## config.mk

```make
export PLATFORM = sky130hd
export DESIGN_NAME = ldtrap_writer
export DESIGN_NICKNAME = d
export VERILOG_FILES = /design/src/rtl/ldtrap_pkg.sv /design/src/rtl/ldtrap_extend.sv /design/src/rtl/ldtrap_merge.sv /design/src/rtl/ldtrap_writer.sv
export SDC_FILE = /design/constraint.sdc
export NUM_CORES = 1
export LEC_CHECK = 0
export CAP_MARGIN = 25
export CORE_MARGIN = 10
export CORE_UTILIZATION = 39
export DETAILED_ROUTE_END_ITERATION = 7
export PLACE_DENSITY = 0.81
export SYNTH_ARGS = -nofsm -noshare
export SYNTH_HDL_FRONTEND = slang
export SYNTH_SLANG_ARGS = --single-unit
```

## constraint.sdc

```tcl
create_clock -name clk -period 2.7 [get_ports clk]
set_input_delay 0.54 -clock clk [delete_from_list [all_inputs] [get_ports clk]]
set_output_delay 0.54 -clock clk [all_outputs]
set_load 0.01 [all_outputs]
```

## src/rtl/ldtrap_pkg.sv

```systemverilog
package ldtrap_pkg;
  typedef enum logic [2:0] {
    LV_WORD  = 3'd0,
    LV_HIGH  = 3'd1,
    LV_DWORD = 3'd2,
    LV_LWORD = 3'd3,
    LV_L31   = 3'd4
  } ld_variant_e;

  typedef struct packed {
    logic        we;
    logic        trap;
    logic [63:0] value;
  } merge_res_t;
endpackage

```

## src/rtl/ldtrap_extend.sv

```systemverilog
module ldtrap_extend #(
  parameter int XLEN = 64,
  parameter int HLEN = 32
) (
  input  logic [2:0]      variant,
  input  logic [XLEN-1:0] data,
  output logic [XLEN-1:0] ext,
  output logic            wide,
  output logic            known
);
  import ldtrap_pkg::*;
  logic [HLEN-1:0] lo;
  assign lo = data[HLEN-1:0];
  always_comb begin
    ext   = '0;
    wide  = 1'b0;
    known = 1'b1;
    case (variant)
      LV_WORD, LV_HIGH: ext = {{(XLEN-HLEN){1'b0}}, lo};
      LV_DWORD: begin ext = data; wide = 1'b1; end
      LV_LWORD: begin ext = {{(XLEN-HLEN){1'b0}}, lo}; wide = 1'b1; end
      LV_L31: begin
        ext = {{(XLEN-HLEN+1){1'b0}}, lo[HLEN-2:0]};
        wide = 1'b1;
      end
      default: known = 1'b0;
    endcase
  end
endmodule

```

## src/rtl/ldtrap_merge.sv

```systemverilog
module ldtrap_merge #(
  parameter int XLEN = 64,
  parameter int HLEN = 32
) (
  input  logic [2:0]      variant,
  input  logic [XLEN-1:0] ext,
  input  logic            wide,
  input  logic            known,
  input  logic [XLEN-1:0] old_reg,
  output ldtrap_pkg::merge_res_t res
);
  import ldtrap_pkg::*;
  logic zero_lo, zero_all;
  assign zero_lo  = (ext[HLEN-1:0] == '0);
  assign zero_all = (ext == '0);
  always_comb begin
    res.we    = known;
    res.value = old_reg;
    if (wide)
      res.value = ext;
    else if (variant == LV_HIGH)
      res.value = {ext[HLEN-1:0], old_reg[HLEN-1:0]};
    else if (variant == LV_WORD)
      res.value = {old_reg[XLEN-1:HLEN], ext[HLEN-1:0]};
    res.trap = known & (wide ? zero_all : zero_lo);
  end
endmodule

```

## src/rtl/ldtrap_writer.sv

```systemverilog
module ldtrap_writer #(
  parameter int XLEN = 64,
  parameter int HLEN = 32
) (
  input  logic            clk,
  input  logic            rst,
  input  logic            in_valid,
  input  logic [2:0]      variant,
  input  logic [XLEN-1:0] mem_data,
  input  logic [XLEN-1:0] old_reg,
  input  logic [XLEN-1:0] next_pc,
  output logic            wr_en,
  output logic [XLEN-1:0] wr_data,
  output logic            trap,
  output logic [XLEN-1:0] trap_pc
);
  import ldtrap_pkg::*;
  logic [XLEN-1:0] ext;
  logic wide, known;
  merge_res_t res;

  ldtrap_extend #(.XLEN(XLEN), .HLEN(HLEN)) u_ext (
    .variant(variant), .data(mem_data), .ext(ext), .wide(wide), .known(known)
  );
  ldtrap_merge #(.XLEN(XLEN), .HLEN(HLEN)) u_mrg (
    .variant(variant), .ext(ext), .wide(wide), .known(known),
    .old_reg(old_reg), .res(res)
  );

  always_ff @(posedge clk) begin
    if (rst) begin
      wr_en   <= 1'b0;
      trap    <= 1'b0;
      wr_data <= '0;
      trap_pc <= '0;
    end else begin
      wr_en <= in_valid & res.we;
      trap  <= in_valid & res.trap;
      if (in_valid & res.we) wr_data <= res.value;
      if (in_valid & res.trap) trap_pc <= next_pc;
    end
  end
endmodule

```

; After elaboration in Yosys (flattened, before gate mapping)
; Cells that the tools add are included.
[op_classes]
n_reduce_logical = 6
addsub = 0
bitwise = 3
n_mul = 0
order_cmp = 0
n_eq_ne = 4
div_mod_pow = 0
shifts = 0
mux = 7
[ops]
columns = operator, count
row1 = 64-bit one-hot mux with 3 select lines, 1
row2 = 64-bit two-way mux, 2
row3 = 64-bit zero test, 1
row4 = 32-bit zero test, 1
row5 = 32-bit two-way mux, 1
row6 = "3-bit by 2-bit == test with 1-bit output, second input constant", 2
row7 = 3-bit OR reduction, 2
row8 = 5-bit OR reduction, 1
row9 = 1-bit AND, 3
row10 = "3-bit by 1-bit == test with 1-bit output, second input constant", 1
row11 = "3-bit == test, second input constant", 1
row12 = 3-bit zero test, 1
row13 = 1-bit two-way mux, 3
[word_totals]
input_bits = 198
n_memories = 0
rom_bits = 0
wordCells = 24
ff_bits = 130
latch_bits = 0
mem_bits_rw = 0

; Logic depth before layout (Yosys ltp)
[logic_depth]
depth_word = 7
depth_mapped = 7

; By module
; A second synthesis with hierarchy kept.
[unflattened]
hier_cells = 833
area_unflattened_um2 = 7503.4
[by_module_without_submodules]
columns = mod, n_inst, area_per_inst_um2, cells_per_inst
row1 = ldtrap_writer, 1, 5610.4, 589
row2 = ldtrap_merge, 1, 1392.6, 170
row3 = ldtrap_extend, 1, 500.5, 74

; Worst setup path after synthesis
; No wires, ideal clock.
[synth_path]
path_type = input port to flip-flop
startpoint = input mem_data[28]
endpoint = register trap_pc[24]
setup_time_ns = 0.132
cell_stages = 7
arrival_time_ns = 1.974
path_slack_ns = 0.594
t_required_ns = 2.568
cell_sequence = nor4_1 nand4_1 or4_4 buf_6 buf_6 o21ai_1 a21oi_1
[synth_via]
elab_chain_len = 5
[synth_lines]
columns = element, line_no
row1 = "start, declared", ldtrap_writer.sv:9  ; input logic [XLEN-1:0] mem_data,
row2 = 64-bit one-hot mux with 3 select lines *, ldtrap_extend.sv:18  ; case (variant)
row3 = 64-bit zero test or 32-bit zero test (tied branches), "ldtrap_merge.sv:15, ldtrap_merge.sv:14"
row4 = 1-bit two-way mux *, ldtrap_merge.sv:25  ; res.trap = known & (wide ? zero_all : zero_lo);
row5 = 1-bit AND *, ldtrap_merge.sv:25
row6 = 1-bit AND *, ldtrap_writer.sv:40  ; if (in_valid & res.trap) trap_pc <= next_pc;
row7 = "end signal, assigned", ldtrap_writer.sv:40
row8 = "end, declared", ldtrap_writer.sv:15  ; output logic [XLEN-1:0] trap_pc
; Mark *: on every way between the ends. The rest lies on a longest branch, timed or not.
; A chain may end at the register's enable or synchronous reset.

; Worst setup path after layout
[layout_path]
startpoint = input mem_data[21]
endpoint = register trap_pc[15]
; The elaborated chain is that of the path after synthesis.

==> reports/qor_table.md <==
| Metric | This run | Unit |
|:---|:---|:---|
| Mean area per synthesized cell | 8.51 | µm² |
| Number of enable-type register cells in the synthesized netlist | 0 | - |
| Highest Clock Rate | 415 | MHz |
| Initial antenna violation count | 0 | - |
| Data required time of the worst path | 2.98 | ns |
| Library cells used by synthesis | 28 | - |
| Startpoint Class | input port | - |
| Share of the clock period used by the worst path after layout | 89.2 | % |
| # clock sinks | 130 | - |
| R2R depth | 2 | - |
| Arrival time at the worst endpoint | 2.68 | ns |
| Biggest cell delay along the critical path | 0.56 | ns |
| Final cell count without fillers | 1,224 | - |
| Clock tree from TritonCTS | yes | - |
| Leakage power figure | 0.00368 | µW |
| GRT Total Usage | 24.1 | % |
| Mapped cell area | 5870 | µm² |
| Weighted congestion at the end of routability-driven global placement | 0.975 | - |
| Number of max-slew violations in the final report | 0 | - |
| Final hold slack | 0.405 | ns |
| Flop and latch count out of synthesis | 130 | - |
| M3 GR Usage | 9.35 | % |
| Via count of the first global-routing pass | 6,778 | - |
| 1st-iter DRT viols | 341 | - |
| I/O Pins | 328 | - |
| Clock slew at reported path FFs | 0.05 | ns |
| Remaining antenna violation count | 0 | - |
| Setup slack of the worst register-to-register path | 1.93 | ns |
| Outcome | finished clean | - |
| Pint | 3990 | µW |
| Largest driver fanout on the critical path | 21 | - |
| Sequential group share of total power | 38.6 | % |
| Final worst-path setup slack | 0.293 | ns |
| Total grt overflow | 0 | - |
| Wire length of the first global-routing pass | 38,300 | µm |
| Detailed-route vias per instance | 5.48 | - |
| Final setup violating endpoints | 0 | - |
| Endpoint kind of the worst setup timing path | flop | - |
| Share of power burned in the clock network | 42.6 | % |
| Post-Place Worst Slack | -0.108 | ns |
| Worst Max-Slew Pin Slew | 0.381 | ns |
| Post-CTS setup buffer count | 0 | - |
| DRT Pass-1 Iters | 5 | - |
| Post-route minimum period | 2.41 | ns |
| Hold buffers post-CTS | 0 | - |
| Startpoint of the lowest-slack register-to-register path | wr_data[14] | - |
| Worst min-delay path class | input port to flop | - |
| Logic depth of the worst setup path including buffers | 8 | - |
| Number of buffers added on ports | 327 | - |
| Instance count of the mapped netlist | 690 | - |
| Fill cell instance count of the final layout | 1,173 | - |
| Main flop type after synthesis | sky130_fd_sc_hd__dfxtp_1 | - |
| Fin. Hold Viols | 0 | - |
| Max-cap violations | 0 | - |
| NumNets Final | 1,227 | - |
| Logic gate share of total power | 18.8 | % |
| Max transition margin | 74.2 | % |
| Via count | 6,707 | - |
| RSZ-0062 raised after global routing | false | - |
| Count of yosys warnings during synthesis | 0 | - |
| Worst IR drop on VDD | 400 | µV |
| Most frequent cell on the critical path | sky130_fd_sc_hd__buf_4 | - |
| Initial Utilization | 40.1 | % |
| Most used routing layer in global routing | met2 | - |
| Total power | 5270 | µW |
| Switching share of total power | 24.4 | % |
| Reg2Reg Capture Point | wr_data[14] | - |
| Net switching component of the power | 1290 | µW |
| Class of the most critical setup path | input port to flop | - |
| Share of cells above drive strength 1 | 12.6 | % |
| Core outline area | 14,600 | µm² |
| Cell at the root of the clock tree | sky130_fd_sc_hd__clkbuf_16 | - |
| # diodes | 0 | - |
| Wire length reported by the detailed router | 25,700 | µm |
| Vertical die dimension | 143 | µm |
| Critical path's top delay family | simple AND/OR/NAND/NOR gates | - |
| List of cells traversed by the critical path | clkdlybuf4s50_1, nor4_1, buf_4, o311ai_1, or4_4, buf_4, o21ai_2, a21oi_1 | - |
| Critical hold path startpoint | rst | - |
| Placed Cells incl. Taps | 1,194 | - |
| Sequential share of the synthesized area | 44.3 | % |
| M1 GR Usage | 25.5 | % |
| HPWL after DPL | 20,000 | µm |
| H-Tree Depth | 4 | - |
| Start point of the critical path | mem_data[21] | - |
| Setup Skew | 0 | ns |
| Die area | 20,400 | µm² |
| CP bufs+invs | 3 | - |
| DR WL/cell | 21.0 | µm |
| Worst path slowest cell | sky130_fd_sc_hd__or4_4 | - |
| Number of rows created at floorplan | 44 | - |
| Clock insertion delay at the later pin of the skew report | 0.41 | ns |
| Number of clock buffers inserted by TritonCTS | 17 | - |
| GRT met2 Usage | 41.2 | % |
| Synthesized netlist net count | 888 | - |
| Setup TNS | 0 | ns |
| Post-synthesis to final-layout area growth | 74.8 | % |
| Count of cells resized by post-cts repair | 0 | - |
| Count of unresolved DRC violations after routing | 0 | - |
| Largest net degree at the start of global routing | 81 | - |
| Max Root-Sink Buffers | 2 | - |
| Die Span X | 143 | µm |
| Async SR Flop Fraction | 0 | % |
| Pwr per Cell Area | 514 | nW/µm² |
| Capturing instance or port of the critical path | trap_pc[15] | - |
placed cells by master (no fill, tap or decap), types with 2 or more instances in the layout:
| master | netlist | layout |
|---|---|---|
| sky130_fd_sc_hd__o21ai_1 | 26 | 25 |
| sky130_fd_sc_hd__clkdlybuf4s50_1 | 0 | 326 |
| sky130_fd_sc_hd__nor4_1 | 10 | 10 |
| sky130_fd_sc_hd__clkbuf_16 | 0 | 17 |
| sky130_fd_sc_hd__dfxtp_1 | 130 | 130 |
| sky130_fd_sc_hd__a22oi_1 | 32 | 32 |
| sky130_fd_sc_hd__nor3_1 | 4 | 4 |
| sky130_fd_sc_hd__a211oi_1 | 62 | 62 |
| sky130_fd_sc_hd__nand4_1 | 3 | 3 |
| sky130_fd_sc_hd__nor2b_1 | 5 | 3 |
| sky130_fd_sc_hd__nand2b_1 | 5 | 5 |
| sky130_fd_sc_hd__nand3_1 | 65 | 65 |
| sky130_fd_sc_hd__nor2_1 | 99 | 99 |
| sky130_fd_sc_hd__a21oi_1 | 96 | 95 |
| sky130_fd_sc_hd__mux2i_1 | 31 | 31 |
| sky130_fd_sc_hd__buf_12 | 0 | 14 |
| sky130_fd_sc_hd__clkinv_2 | 0 | 6 |
| sky130_fd_sc_hd__o21ai_0 | 15 | 15 |
| sky130_fd_sc_hd__bufinv_16 | 0 | 3 |
| sky130_fd_sc_hd__clkinvlp_4 | 0 | 3 |
| sky130_fd_sc_hd__o21ai_2 | 25 | 25 |
| sky130_fd_sc_hd__buf_4 | 0 | 51 |
| sky130_fd_sc_hd__nor4_2 | 3 | 3 |
| sky130_fd_sc_hd__nor2b_2 | 0 | 2 |
how the worst min path moves through the flow:
stage,endpoint,slack (ns),cells after the start
floorplan,trap_pc[14],0.49,2
global placement,trap_pc[15],0.45,2
detailed placement,trap_pc[16],0.45,2
CTS,trap_pc[60],0.39,2
global route,wr_data[60],0.40,2
finish,trap_pc[60],0.40,2
power groups by stage:
stage | logic, µW | clock network, µW | registers, µW
floorplan | 313 | 0 | 2110
global placement | 985 | 0 | 2070
detailed placement | 990 | 0 | 2080
CTS | 996 | 2280 | 2030
global route | 1060 | 2360 | 2040
finish | 993 | 2250 | 2030
cell type report:
type / count / area [µm²] / share of cell area (%)
Tap cell: 184 / 230 / 2.24
Clock inverter: 12 / 143 / 1.39
Clock buffer: 18 / 429 / 4.18
Timing Repair Buffer: 391 / 3930 / 38.2
Sequential cell: 130 / 2600 / 25.3
Multi-Input combinational cell: 489 / 2940 / 28.6
through the flow:
step / utilization, % / instance area (µm²)
4_1_cts: 70.1 / 10300
2_1_floorplan: - / 5870
3_3_place_gp: 66.2 / 9700
3_5_place_dp: 66.2 / 9700
6_report: 70.1 / 10300
5_1_grt: 70.1 / 10300
cell usage after synthesis (3+ instances only):
cell type / number / area [µm²]
sky130_fd_sc_hd__o21ai_2: 25 / 219
sky130_fd_sc_hd__buf_2: 12 / 60.1
sky130_fd_sc_hd__mux2i_1: 31 / 310
sky130_fd_sc_hd__clkbuf_1: 44 / 165
sky130_fd_sc_hd__o21ai_0: 15 / 75.1
sky130_fd_sc_hd__a211oi_1: 62 / 465
sky130_fd_sc_hd__nor4_1: 10 / 62.6
sky130_fd_sc_hd__dfxtp_1: 130 / 2600
sky130_fd_sc_hd__buf_6: 12 / 135
sky130_fd_sc_hd__nand4_1: 3 / 18.8
sky130_fd_sc_hd__o21ai_1: 26 / 130
sky130_fd_sc_hd__nor3_1: 4 / 20.0
sky130_fd_sc_hd__a21oi_1: 96 / 480
sky130_fd_sc_hd__a22oi_1: 32 / 240
sky130_fd_sc_hd__buf_1: 3 / 11.3
sky130_fd_sc_hd__nand3_1: 65 / 325
sky130_fd_sc_hd__nor2b_1: 5 / 31.3
sky130_fd_sc_hd__nor4_2: 3 / 37.5
sky130_fd_sc_hd__nor2_1: 99 / 372
sky130_fd_sc_hd__nand2b_1: 5 / 31.3
cells by family after synthesis:
| logic type | after synthesis | share of synthesized area, % |
|---|---|---|
| AOI/OAI and AO/OA | 260 | 28.0 |
| and+or+nand+nor | 197 | 16.0 |
| DFF | 130 | 44.3 |
| buffers and inverters | 71 | 6.33 |
| muxes | 31 | 5.28 |
| xor gates and xnor gates | 1 | 0.149 |
registers in the layout, summed over array words and instances (netlist names):
signal	flops
trap_pc	64
wr_data	64
trap	1
wr_en	1
metal layers:
layer,up-vias,share of wire (%)
li1,3229,-
met1,3106,36
met2,321,50
met3,51,10
met4,0,3.7
met5,-,0
Power figures use the tool's default switching activity.
